File: src/rtl/dvic_pkg.sv
package dvic_pkg;
  localparam int CTRL_W = 16;
  localparam int STAT_W = 8;
  localparam int NREQ   = 2;

  localparam int C_EN_A   = 0;
  localparam int C_EN_B   = 1;
  localparam int C_REQ_IN = 7;
  localparam int C_STEP   = 8;
  localparam int C_FORCE  = 9;

  localparam int S_IN_RDY  = 4;
  localparam int S_OUT_RDY = 7;

  typedef enum logic [1:0] {
    OP_LOAD  = 2'd0,
    OP_SET   = 2'd1,
    OP_CLEAR = 2'd2,
    OP_NONE  = 2'd3
  } host_op_e;
endpackage

File: src/rtl/dvic_csr.sv
module dvic_csr
  import dvic_pkg::*;
(
  input  logic              clk,
  input  logic              rst_n,
  input  logic              wr_en,
  input  logic              wr_sel,
  input  logic [1:0]        wr_op,
  input  logic [CTRL_W-1:0] wr_data,
  input  logic              cmd_done_i,
  input  logic              out_post_i,
  output logic [CTRL_W-1:0] ctrl_o,
  output logic [STAT_W-1:0] stat_o
);
  logic [CTRL_W-1:0] ctrl_q, ctrl_n;
  logic [STAT_W-1:0] stat_q, stat_n, stat_d;
  logic              busy_q, busy_n;
  logic              ctrl_hit, stat_hit;
  host_op_e          op;

  assign op       = host_op_e'(wr_op);
  assign ctrl_hit = wr_en && !wr_sel;
  assign stat_hit = wr_en && wr_sel;
  assign stat_d   = wr_data[STAT_W-1:0];

  always_comb begin
    ctrl_n = ctrl_q;
    if (ctrl_hit) begin
      case (op)
        OP_LOAD:  ctrl_n = wr_data;
        OP_SET:   ctrl_n = ctrl_q | wr_data;
        OP_CLEAR: ctrl_n = ctrl_q & ~wr_data;
        default:  ctrl_n = ctrl_q;
      endcase
    end
  end

  always_comb begin
    stat_n = stat_q;
    if (stat_hit) begin
      case (op)
        OP_LOAD:  stat_n = stat_d;
        OP_SET:   stat_n = stat_q | stat_d;
        OP_CLEAR: stat_n = stat_q & ~stat_d;
        default:  stat_n = stat_q;
      endcase
    end
    // a result from the device is never lost to a racing host clear
    if (out_post_i) stat_n[S_OUT_RDY] = 1'b1;
    // offer a command slot when asked and the previous one was absorbed
    if (!stat_hit && ctrl_q[C_REQ_IN] && !busy_q && !stat_q[S_IN_RDY])
      stat_n[S_IN_RDY] = 1'b1;
  end

  always_comb begin
    busy_n = busy_q;
    if (cmd_done_i) busy_n = 1'b0;
    if (stat_q[S_IN_RDY] && !stat_n[S_IN_RDY]) busy_n = 1'b1;
  end

  always_ff @(posedge clk) begin
    if (!rst_n) begin
      ctrl_q <= '0;
      stat_q <= '0;
      busy_q <= 1'b0;
    end else begin
      ctrl_q <= ctrl_n;
      stat_q <= stat_n;
      busy_q <= busy_n;
    end
  end

  assign ctrl_o = ctrl_q;
  assign stat_o = stat_q;

  a_r3_slot_offered: assert property (@(posedge clk) disable iff (!rst_n)
    (ctrl_q[C_REQ_IN] && !busy_q && !stat_hit) |=> stat_q[S_IN_RDY]);

  a_r4_slot_held: assert property (@(posedge clk) disable iff (!rst_n)
    (busy_q && !cmd_done_i && !stat_hit && !stat_q[S_IN_RDY]) |=> !stat_q[S_IN_RDY]);

  a_r5_post_wins: assert property (@(posedge clk) disable iff (!rst_n)
    out_post_i |=> stat_q[S_OUT_RDY]);

  a_r2_none_keeps: assert property (@(posedge clk) disable iff (!rst_n)
    (ctrl_hit && op == OP_NONE) |=> $stable(ctrl_q));
endmodule

File: src/rtl/dvic_req_latch.sv
module dvic_req_latch (
  input  logic clk,
  input  logic rst_n,
  input  logic rdy_i,
  input  logic en_i,
  input  logic ack_i,
  output logic pend_o
);
  logic rdy_d, pend_q;

  always_ff @(posedge clk) begin
    if (!rst_n) begin
      rdy_d  <= 1'b0;
      pend_q <= 1'b0;
    end else begin
      rdy_d <= rdy_i;
      if (!rdy_i || !en_i || ack_i) pend_q <= 1'b0;
      else if (!rdy_d)              pend_q <= 1'b1;
    end
  end

  assign pend_o = pend_q;

  a_r6_rise_only: assert property (@(posedge clk) disable iff (!rst_n)
    $rose(pend_q) |-> ($past(rdy_i) && $past(en_i) && !$past(rdy_d)));

  a_r7_withdraw: assert property (@(posedge clk) disable iff (!rst_n)
    (!rdy_i || !en_i) |=> !pend_q);

  a_r9_ack_clears: assert property (@(posedge clk) disable iff (!rst_n)
    ack_i |=> !pend_q);
endmodule

File: src/rtl/dvic_vec_arb.sv
module dvic_vec_arb #(
  parameter int NREQ        = 2,
  parameter int VEC_W       = 9,
  parameter int VEC_BASE    = 256,
  parameter int UNIT        = 2,
  parameter int UNIT_STRIDE = 8
) (
  input  logic             clk,
  input  logic             rst_n,
  input  logic             iack_i,
  input  logic [NREQ-1:0]  pend_i,
  output logic [NREQ-1:0]  ack_o,
  output logic [VEC_W-1:0] vec_o,
  output logic             vec_vld_o
);
  localparam int SEL_W = (NREQ > 1) ? $clog2(NREQ) : 1;
  localparam logic [VEC_W-1:0] VEC_A = VEC_W'(VEC_BASE + UNIT * UNIT_STRIDE);

  logic [SEL_W-1:0] sel;
  logic [VEC_W-1:0] vec_q, vec_n;
  logic             vld_q, grant;

  // lowest index wins: vector A ahead of vector B
  always_comb begin
    sel = '0;
    for (int i = NREQ - 1; i >= 0; i--)
      if (pend_i[i]) sel = SEL_W'(i);
  end

  assign grant = iack_i && (|pend_i);
  assign vec_n = VEC_A + (VEC_W'(sel) << 2);

  always_comb begin
    ack_o = '0;
    if (grant) ack_o[sel] = 1'b1;
  end

  always_ff @(posedge clk) begin
    if (!rst_n) begin
      vec_q <= '0;
      vld_q <= 1'b0;
    end else begin
      vld_q <= grant;
      if (grant) vec_q <= vec_n;
    end
  end

  assign vec_o     = vec_q;
  assign vec_vld_o = vld_q;

  a_r8_a_first: assert property (@(posedge clk) disable iff (!rst_n)
    (iack_i && pend_i[0]) |=> (vec_vld_o && vec_o == VEC_A));

  a_r8_b_offset: assert property (@(posedge clk) disable iff (!rst_n)
    (iack_i && !pend_i[0] && pend_i[NREQ-1]) |=> (vec_vld_o && vec_o == VEC_A + VEC_W'(4 * (NREQ - 1))));

  a_r9_no_empty_vec: assert property (@(posedge clk) disable iff (!rst_n)
    (iack_i && pend_i == '0) |=> !vec_vld_o);

  a_r9_single_grant: assert property (@(posedge clk) disable iff (!rst_n)
    $onehot0(ack_o));
endmodule

File: src/rtl/dual_vec_intc.sv
module dual_vec_intc
  import dvic_pkg::*;
#(
  parameter int VEC_W       = 9,
  parameter int VEC_BASE    = 256,
  parameter int UNIT        = 2,
  parameter int UNIT_STRIDE = 8
) (
  input  logic              clk,
  input  logic              rst_n,
  input  logic              host_wr,
  input  logic              host_sel,
  input  logic [1:0]        host_op,
  input  logic [CTRL_W-1:0] host_wdata,
  output logic [CTRL_W-1:0] ctrl_rd,
  output logic [STAT_W-1:0] stat_rd,
  input  logic              dev_cmd_done,
  input  logic              dev_out_post,
  output logic              irq_req,
  input  logic              irq_ack,
  output logic [VEC_W-1:0]  irq_vec,
  output logic              irq_vec_vld,
  output logic              maint_step,
  output logic              maint_force
);
  logic [CTRL_W-1:0] ctrl;
  logic [STAT_W-1:0] stat;
  logic [NREQ-1:0]   rdy_vec, en_vec, pend_vec, ack_vec;

  dvic_csr u_csr (
    .clk        (clk),
    .rst_n      (rst_n),
    .wr_en      (host_wr),
    .wr_sel     (host_sel),
    .wr_op      (host_op),
    .wr_data    (host_wdata),
    .cmd_done_i (dev_cmd_done),
    .out_post_i (dev_out_post),
    .ctrl_o     (ctrl),
    .stat_o     (stat)
  );

  assign rdy_vec = {stat[S_OUT_RDY], stat[S_IN_RDY]};
  assign en_vec  = {ctrl[C_EN_B], ctrl[C_EN_A]};

  for (genvar g = 0; g < NREQ; g++) begin : g_req
    dvic_req_latch u_latch (
      .clk    (clk),
      .rst_n  (rst_n),
      .rdy_i  (rdy_vec[g]),
      .en_i   (en_vec[g]),
      .ack_i  (ack_vec[g]),
      .pend_o (pend_vec[g])
    );
  end

  dvic_vec_arb #(
    .NREQ        (NREQ),
    .VEC_W       (VEC_W),
    .VEC_BASE    (VEC_BASE),
    .UNIT        (UNIT),
    .UNIT_STRIDE (UNIT_STRIDE)
  ) u_arb (
    .clk       (clk),
    .rst_n     (rst_n),
    .iack_i    (irq_ack),
    .pend_i    (pend_vec),
    .ack_o     (ack_vec),
    .vec_o     (irq_vec),
    .vec_vld_o (irq_vec_vld)
  );

  assign irq_req     = |pend_vec;
  assign ctrl_rd     = ctrl;
  assign stat_rd     = stat;
  assign maint_step  = ctrl[C_STEP];
  assign maint_force = ctrl[C_FORCE];

  a_r6_req_from_ready: assert property (@(posedge clk) disable iff (!rst_n)
    $rose(irq_req) |-> $past(|(rdy_vec & en_vec)));

  a_r1_quiet_after_reset: assert property (@(posedge clk)
    !rst_n |=> (!irq_req && !irq_vec_vld && ctrl_rd == '0 && stat_rd == '0));
endmodule

File: config.mk
export PLATFORM = sky130hd
export DESIGN_NAME = dual_vec_intc
export DESIGN_NICKNAME = d
export VERILOG_FILES = /design/src/rtl/dvic_pkg.sv /design/src/rtl/dvic_csr.sv /design/src/rtl/dvic_req_latch.sv /design/src/rtl/dvic_vec_arb.sv /design/src/rtl/dual_vec_intc.sv
export SDC_FILE = /design/constraint.sdc
export NUM_CORES = 1
export LEC_CHECK = 0
export BUFFER_PORTS_ARGS = -buffer_cell sky130_fd_sc_hd__buf_2
export CORE_ASPECT_RATIO = 1.25
export CORE_MARGIN = 2
export CORE_UTILIZATION = 40
export CTS_BUF_LIST = sky130_fd_sc_hd__clkbuf_4 sky130_fd_sc_hd__clkbuf_8
export DETAILED_ROUTE_END_ITERATION = 8
export MAX_ROUTING_LAYER = met4
export PLACE_DENSITY = 0.66
export SLEW_MARGIN = 15
export SYNTH_ARGS = -nofsm -noshare
export SYNTH_HDL_FRONTEND = slang
export SYNTH_SLANG_ARGS = --single-unit
File: constraint.sdc
create_clock -name clk -period 3.87 [get_ports clk]
set_clock_uncertainty 0.1 [all_clocks]
set_input_delay 0.5805 -clock clk [delete_from_list [all_inputs] [get_ports clk]]
set_output_delay 0.5805 -clock clk [all_outputs]
set_load 0.005 [all_outputs]
==> implementation parameters, run 1 <==
Parameter                              Value

Yosys
  Number of enable flip-flop cells after synthesis ... 0
  Biggest area contributors in the synthesized netlist ... sky130_fd_sc_hd__dfxtp_1 (35%), sky130_fd_sc_hd__a311oi_2 (11%), sky130_fd_sc_hd__a21oi_1 (7.4%), sky130_fd_sc_hd__nor2b_1 (5.8%), sky130_fd_sc_hd__nand2b_1 (5.4%)
  Dominant synthesized flop cell ... sky130_fd_sc_hd__dfxtp_1
  Synth cell types ... 35
  Number of warnings issued by yosys ... 0
  Synthesized area per cell ... 9.054 um^2
  FF+latch count, synth ... 32
  Syn Std Cell Area ... 0.001838 mm^2
  Biggest area consumer among synthesized cells ... sky130_fd_sc_hd__dfxtp_1
  Post-synth top area share ... 34.85%
  Synth async-reset ratio ... 0%
  Synthesized instance count ... 203
  Fraction of the yosys area taken by sequential cells ... 34.85%

GRT
  Top Usage Layer GRT ... met2
  Overflow after GRT ... 0
  Antenna violations before repair ... 0
  Wire length of the first global-routing pass ... 7003 um
  Met3 capacity usage during global routing ... 4.654%
  Met1 capacity usage during global routing ... 22.52%
  Met2 Use GR ... 28.33%
  Number of global-route vias before repair ... 1,475
  Combined global-route utilization of all metal layers ... 17.96%
  Maximum number of pins on one net before global-route repair ... 35

Clock network
  Worst-skew pair later-pin latency ... 0.29 ns
  Number of hold buffers added after cts ... 0
  Maximum level of the CTS H-tree ... 2
  Post-cts gate resize count ... 0
  Total number of clock tree sinks ... 32
  Post CTS Setup Buffer Count ... 0
  Clock input transition at the sequential cells of the worst setup and hold paths ... 0.07 ns
  Maximum number of buffers from clock root to sink ... 2
  Clk Tree Root Cell ... sky130_fd_sc_hd__clkbuf_8
  TritonCTS clock tree ... built
  Number of clock buffers inserted by TritonCTS ... 5

Worst setup path
  Maximum single-stage delay on the critical path ... 0.55 ns
  Startpoint of the lowest-slack register-to-register path ... g_req[1].u_latch.pend_o$_SDFFE_PP0N_
  Data required time at the worst endpoint ... 3.97 ns
  Minimum setup slack among reg-to-reg paths ... 2.79 ns
  Cell depth of the worst flop-to-flop path ... 3
  Type of origin of the critical path ... primary input
  Critical path launch point ... host_op[0]
  Kind of capture point of the worst setup path ... flop
  Reg-to-Reg End ... u_arb.vec_o[4]$_SDFFE_PN0N_
  Cells along the critical path ... buf_2 > ha_1 > nor3b_4 > buf_4 > a21oi_1 > a311oi_2
  Family with the most delay on the worst path ... simple AND/OR/NAND/NOR gates
  Crit path DAT ... 2.25 ns
  Critical path peak fanout ... 20
  Setup CP Type ... in -> reg
  Critical path's slowest cell ... sky130_fd_sc_hd__nor3b_4
  Buf/Inv on CP ... 2

STA
  Post-route fraction of the period consumed by the critical path ... 55.67%
  Clock period minus final worst setup slack ... 2.154 ns
  Final number of hold-violating endpoints ... 0
  Worst Max-Slew Pin Slew ... 0.7935 ns
  Count of pins over their slew limit ... 0
  Setup TNS ... 0 ns
  Highest clock frequency the design can meet ... 0.4642 GHz
  Normalized max-slew margin ... 47.10%
  Setup repair after global routing missed its margin ... no
  Total of endpoints with negative setup slack in the final report ... 0

Finish
  Share of cells above drive strength 1 ... 32.52%
  Leading cell type in the layout, fill and taps excluded ... sky130_fd_sc_hd__buf_2
  Highest-count cells in the layout ignoring fill and taps ... sky130_fd_sc_hd__buf_2 (55), sky130_fd_sc_hd__dfxtp_1 (32), sky130_fd_sc_hd__a21oi_1 (27)
  Relative area change from synthesis to final layout ... 17.49%
  Filler cell count in the final layout ... 435
  Cell Count, Final, Fillers Out ... 304
  Post-layout net count ... 275
  Area used by multi-input combinational logic ... 0.001022 mm^2
  Number of antenna cells inserted ... 0
  Final core utilization ... 48.80%
  Combined flip-flop and latch cell area ... 640.6 um^2

Die
  Total die area ... 0.005157 mm^2
  Y dimension of the die ... 79.79 um
  I/O pin cnt ... 62
  Die width ... 64.63 um
  Initial Util ... 41.53%
  Area inside the core boundary ... 0.004425 mm^2
  Standard-cell rows ... 27

Job
  Max-cap viol count ... 0

Min path
  Number of instances on the worst hold path ... 2
  End point of the most critical hold path ... u_arb.vec_o[2]$_SDFFE_PN0N_
  Worst Hold Class ... reg -> reg
  Startpoint of the tightest hold check path ... u_arb.vec_o[2]$_SDFFE_PN0N_

Detailed routing
  Count of antenna-violating nets left after detailed routing ... 0
  Violation count after the first detailed-route iteration ... 52
  Total via count in the routed design ... 1,637
  Routed wire length ... 4281 um
  Vias per cell ... 5.385
  Final routed DRC violation total ... 0
  Detailed-router iteration count before antenna repair ... 4
  Routed wirelength normalized by instance count ... 14.08 um

Placement
  Final HPWL DP ... 3017 um
  RePlAce Congestion ... 0.7367
  Placed cell count ... 296
  Count of input and output buffers ... 55

Run status
  Result of the run ... completed

Power
  Power per cell area ... 376.8 mW/mm^2
  Static power due to leakage ... 0.9115 nW
  Max IR drop VDD ... 0.2162 mV
flip-flops by register name, indices dropped and copies added, names as in the netlist:
name and flops:
g_req.u_latch.rdy_d 2, g_req.u_latch.pend_o 2, u_csr.stat_o 8, u_arb.vec_vld_o 1, u_csr.ctrl_o 16, u_arb.vec_o 2, u_csr.busy_q 1
worst reg2reg max path, delay by kind of cell, from the launching register on:
kind,cells,cell delay (ns)
AOI/OAI and AO/OA,1,0.16
DFF,1,0.33
and+or+nand+nor,2,0.36
worst max-delay path by stage:
| stage | end | cells past startpoint |
|---|---|---|
| 6_report | u_csr.ctrl_o[3]$_SDFFE_PN0P_ | 6 |
| 5_1_grt | u_csr.ctrl_o[0]$_SDFFE_PN0P_ | 6 |
| 4_1_cts | u_csr.ctrl_o[3]$_SDFFE_PN0P_ | 6 |
| 3_5_place_dp | u_csr.ctrl_o[3]$_SDFFE_PN0P_ | 6 |
| 3_3_place_gp | u_csr.ctrl_o[4]$_SDFFE_PN0P_ | 6 |
| 2_1_floorplan | u_csr.stat_o[7]$_SDFFE_PN0P_ | 5 |
through the flow:
stage	cell area, um^2	setup slack (ns)	total power [mW]	hold WS (ns)
final	2160	1.716	0.8138	0.3756
after global routing	2160	1.545	0.8501	0.4061
after CTS	2160	1.709	0.8174	0.3833
after detailed placement	2048	1.414	0.4941	0.3674
after global placement	2048	1.502	0.4911	0.3694
after floorplan	1857	2.033	0.4538	0.3502
power breakdown:
group / switching (mW) / internal [mW]
Clock: 0.128 / 0.198
Combinational: 0.0794 / 0.0571
Sequential: 0.00810 / 0.343
metal layers:
layer | vias up | share of wire, %
li1 | 802 | -
met3 | 8 | 5.5
met4 | 0 | 1.4
met2 | 49 | 48
met5 | - | 0
met1 | 778 | 45
cells in the mapped netlist (2+ instances only):
cell type,n
sky130_fd_sc_hd__inv_1,7
sky130_fd_sc_hd__a311oi_2,13
sky130_fd_sc_hd__ha_1,5
sky130_fd_sc_hd__nor2b_1,17
sky130_fd_sc_hd__o2111a_1,2
sky130_fd_sc_hd__a21oi_1,27
sky130_fd_sc_hd__nor2_1,5
sky130_fd_sc_hd__nand2b_1,16
sky130_fd_sc_hd__buf_6,2
sky130_fd_sc_hd__a211oi_1,6
sky130_fd_sc_hd__nor3_1,2
sky130_fd_sc_hd__a311oi_1,3
sky130_fd_sc_hd__clkbuf_1,8
sky130_fd_sc_hd__o21ai_0,16
sky130_fd_sc_hd__buf_4,13
sky130_fd_sc_hd__dfxtp_1,32
sky130_fd_sc_hd__buf_2,2
sky130_fd_sc_hd__mux2i_1,6
sky130_fd_sc_hd__nand3b_1,2
sky130_fd_sc_hd__nand2_1,4
cell families (layout without fill, tap and decap cells):
logic type               after synthesis  in the layout  synth area share [%]
AO/OA/AOI/OAI                         74             74                 30.77
other                                  1              6                0.2040
buffers and inverters                 34             72                 10.55
adder cells (fa/ha/maj)                5              5                 3.404
AND/OR/NAND/NOR                       51             51                 16.95
multiplexers                           6              6                 3.268
flip-flops                            32             32                 34.85
area by class of cell:
type                       instances  area share (%)
sequential                        32           29.66
clock inverter                     2           1.622
inverter                           8           1.390
clock buffer                       6           3.534
timing repair buffer              56           13.09
multi-input combinational        142           47.33
tap                               58           3.360
Power figures use the tool's default switching activity.
==> run 2, diff against run 1 <==
ABC_AREA = 1   (was default)
clock period = 2.1 ns   (was 3.87 ns; I/O delays follow)
==> run 2 against run 1 <==
- cell count rose by 17%
- die area decreased by 4.4%
- worst setup slack got worse by 1.1 ns
- combinational power up 82%
==> implementation parameters, run 2 <==
Parameter                              Value

Yosys
  Synth async-reset ratio ... 0%
  Synthesized instance count ... 254
  Post-synth top area share ... 36.55%
  FF+latch count, synth ... 32
  Most frequent cell after synthesis ... sky130_fd_sc_hd__nand2_1
  Synthesized area per cell ... 6.901 um^2
  Dominant synthesized flop cell ... sky130_fd_sc_hd__dfxtp_1
  Number of warnings issued by yosys ... 0
  Syn Std Cell Area ... 0.001753 mm^2
  Biggest area contributors in the synthesized netlist ... sky130_fd_sc_hd__dfxtp_1 (37%), sky130_fd_sc_hd__nand2_1 (12%), sky130_fd_sc_hd__nor2_1 (9.6%), sky130_fd_sc_hd__a21oi_1 (8.3%), sky130_fd_sc_hd__buf_4 (6.0%)
  Most frequent cells after synthesis ... sky130_fd_sc_hd__nand2_1 (55), sky130_fd_sc_hd__nor2_1 (45), sky130_fd_sc_hd__dfxtp_1 (32), sky130_fd_sc_hd__a21oi_1 (29), sky130_fd_sc_hd__inv_1 (19)
  Number of enable flip-flop cells after synthesis ... 0
  Fraction of the yosys area taken by sequential cells ... 36.55%
  Biggest area consumer among synthesized cells ... sky130_fd_sc_hd__dfxtp_1
  Synth cell types ... 24

Worst setup path
  Setup CP Type ... reg -> out
  Crit path DAT ... 1.04 ns
  Family with the most delay on the worst path ... flip-flops
  Buf/Inv on CP ... 1
  Cell depth of the worst flop-to-flop path ... 4
  Critical path launch point ... g_req[1].u_latch.pend_o$_SDFFE_PP0N_
  Type of origin of the critical path ... flop
  Data required time at the worst endpoint ... 1.68 ns
  Reg-to-Reg End ... u_arb.vec_o[2]$_SDFFE_PN0N_
  Startpoint of the lowest-slack register-to-register path ... g_req[1].u_latch.pend_o$_SDFFE_PP0N_
  Maximum single-stage delay on the critical path ... 0.33 ns
  Cells along the critical path ... or2_2 > buf_2
  CP Depth ... 2
  Critical path's slowest cell ... sky130_fd_sc_hd__dfxtp_1
  Minimum setup slack among reg-to-reg paths ... 1.06 ns
  Worst setup path end ... irq_req
  Critical path peak fanout ... 3
  Kind of capture point of the worst setup path ... output pin

Power
  Sequential group share of total power ... 45.6%
  Sw frac ... 27.68%
  Switch Pwr ... 0.3929 mW
  Max IR drop VDD ... 0.3929 mV
  Power per cell area ... 690.5 mW/mm^2
  Internal power ... 1.027 mW
  Combinational power share ... 17.6%
  Part of the power in the clock network ... 36.8%
  Static power due to leakage ... 1.027 nW
  Total power ... 1.419 mW

Run status
  Result of the run ... completed

Job
  Max-cap viol count ... 0

Clock network
  TritonCTS clock tree ... built
  Clock input transition at the sequential cells of the worst setup and hold paths ... 0.06 ns
  Number of clock buffers inserted by TritonCTS ... 5
  Worst-skew pair later-pin latency ... 0.29 ns
  Total number of clock tree sinks ... 32
  Maximum number of buffers from clock root to sink ... 2
  Number of hold buffers added after cts ... 0
  Post-cts gate resize count ... 0
  Clk Tree Root Cell ... sky130_fd_sc_hd__clkbuf_8
  Post CTS Setup Buffer Count ... 0
  Maximum level of the CTS H-tree ... 2

STA
  Highest clock frequency the design can meet ... 0.6858 GHz
  Worst Max-Slew Pin Slew ... 0.5043 ns
  Post-route fraction of the period consumed by the critical path ... 69.44%
  Worst hold margin ... 0.1506 ns
  Normalized max-slew margin ... 66.38%
  Total of endpoints with negative setup slack in the final report ... 0
  Clock period minus final worst setup slack ... 1.458 ns
  Final number of hold-violating endpoints ... 0
  Setup repair after global routing missed its margin ... no
  Setup TNS ... 0 ns
  Count of pins over their slew limit ... 0

Placement
  Count of input and output buffers ... 55
  Final HPWL DP ... 2835 um
  RePlAce Congestion ... 0.8147
  Placed Area ... 0.001958 mm^2

Die
  Standard-cell rows ... 26
  Y dimension of the die ... 78.02 um
  Initial Util ... 42.10%
  Total die area ... 0.004931 mm^2
  Area inside the core boundary ... 0.004164 mm^2
  I/O pin cnt ... 62
  Die width ... 63.21 um

Finish
  Number of antenna cells inserted ... 0
  Relative area change from synthesis to final layout ... 17.27%
  Highest-count cells in the layout ignoring fill and taps ... sky130_fd_sc_hd__nand2_1 (55), sky130_fd_sc_hd__buf_2 (55), sky130_fd_sc_hd__nor2_1 (45)
  Filler cell count in the final layout ... 465
  Final instance area ... 0.002056 mm^2
  Combined flip-flop and latch cell area ... 640.6 um^2
  Post-layout net count ... 330
  Share of cells above drive strength 1 ... 24.25%
  Flip-flop count of the largest register after layout ... 16
  Area used by multi-input combinational logic ... 878.3 um^2
  Final core utilization ... 49.37%

Detailed routing
  Final routed DRC violation total ... 0
  Total via count in the routed design ... 1,674
  Routed wire length ... 3977 um
  Violation count after the first detailed-route iteration ... 96
  Vias per cell ... 4.689
  Detailed-router iteration count before antenna repair ... 4
  Count of antenna-violating nets left after detailed routing ... 0
  Routed wirelength normalized by instance count ... 11.14 um

GRT
  Antenna violations before repair ... 0
  Overflow after GRT ... 0
  Combined global-route utilization of all metal layers ... 17.69%
  Wire length of the first global-routing pass ... 6858 um
  Maximum number of pins on one net before global-route repair ... 33
  Number of global-route vias before repair ... 1,514

Min path
  Worst Hold Class ... in -> reg
==> run 2: metrics by stage <==
step                      worst slack (ns)  std cells
final                               0.6418        357
after floorplan                     0.6283        259
after global routing                0.5496        357
after CTS                           0.6334        357
after detailed placement            0.4413        349
after global placement              0.4620        349
==> run 2: power groups by stage <==
stage	sequential, mW	clock, mW	combinational, mW
after CTS	0.647	0.535	0.251
after global routing	0.649	0.562	0.290
after global placement	0.660	0	0.247
after detailed placement	0.661	0	0.250
final	0.647	0.522	0.250
after floorplan	0.661	0	0.185
==> run 2: how the worst min path moves through the flow <==
stage | end | depth (start not counted) | slack, ns | from
2_1_floorplan | g_req[1].u_latch.pend_o$_SDFFE_PP0N_ | 1 | 0.31 | g_req[1].u_latch.rdy_d$_SDFF_PN0_
3_3_place_gp | g_req[1].u_latch.pend_o$_SDFFE_PP0N_ | 1 | 0.32 | g_req[1].u_latch.rdy_d$_SDFF_PN0_
3_5_place_dp | g_req[1].u_latch.pend_o$_SDFFE_PP0N_ | 1 | 0.32 | g_req[1].u_latch.rdy_d$_SDFF_PN0_
4_1_cts | g_req[0].u_latch.pend_o$_SDFFE_PP0N_ | 2 | 0.14 | irq_ack
5_1_grt | g_req[0].u_latch.pend_o$_SDFFE_PP0N_ | 2 | 0.15 | irq_ack
6_report | g_req[0].u_latch.pend_o$_SDFFE_PP0N_ | 2 | 0.15 | irq_ack
==> run 2: cell families after synthesis <==
group | Yosys count | synth area share (%)
AO/OA/AOI/OAI | 58 | 18.20
flip-flops | 32 | 36.55
AND/OR/NAND/NOR | 114 | 27.05
other | 1 | 0.2139
buffers and inverters | 44 | 14.42
adder cells (fa/ha/maj) | 5 | 3.569
==> run 2: final cells by class <==
| type | count | share of cell area, % |
|---|---|---|
| clock buffers | 8 | 4.747 |
| inverters | 21 | 3.834 |
| multi-input cells | 183 | 42.73 |
| flip-flops and latches | 32 | 31.16 |
| well taps | 56 | 3.408 |
| repair buffers | 57 | 14.12 |
==> run 2: routing by layer <==
| layer | vias up | global-route usage (%) | wire [um] |
|---|---|---|---|
| li1 | 895 | - | - |
| met1 | 724 | 22.19 | 1811 |
| met2 | 49 | 27.77 | 1876 |
| met3 | 6 | 4.441 | 233 |
| met4 | 0 | 6.304 | 56 |
| met5 | - | - | 0 |
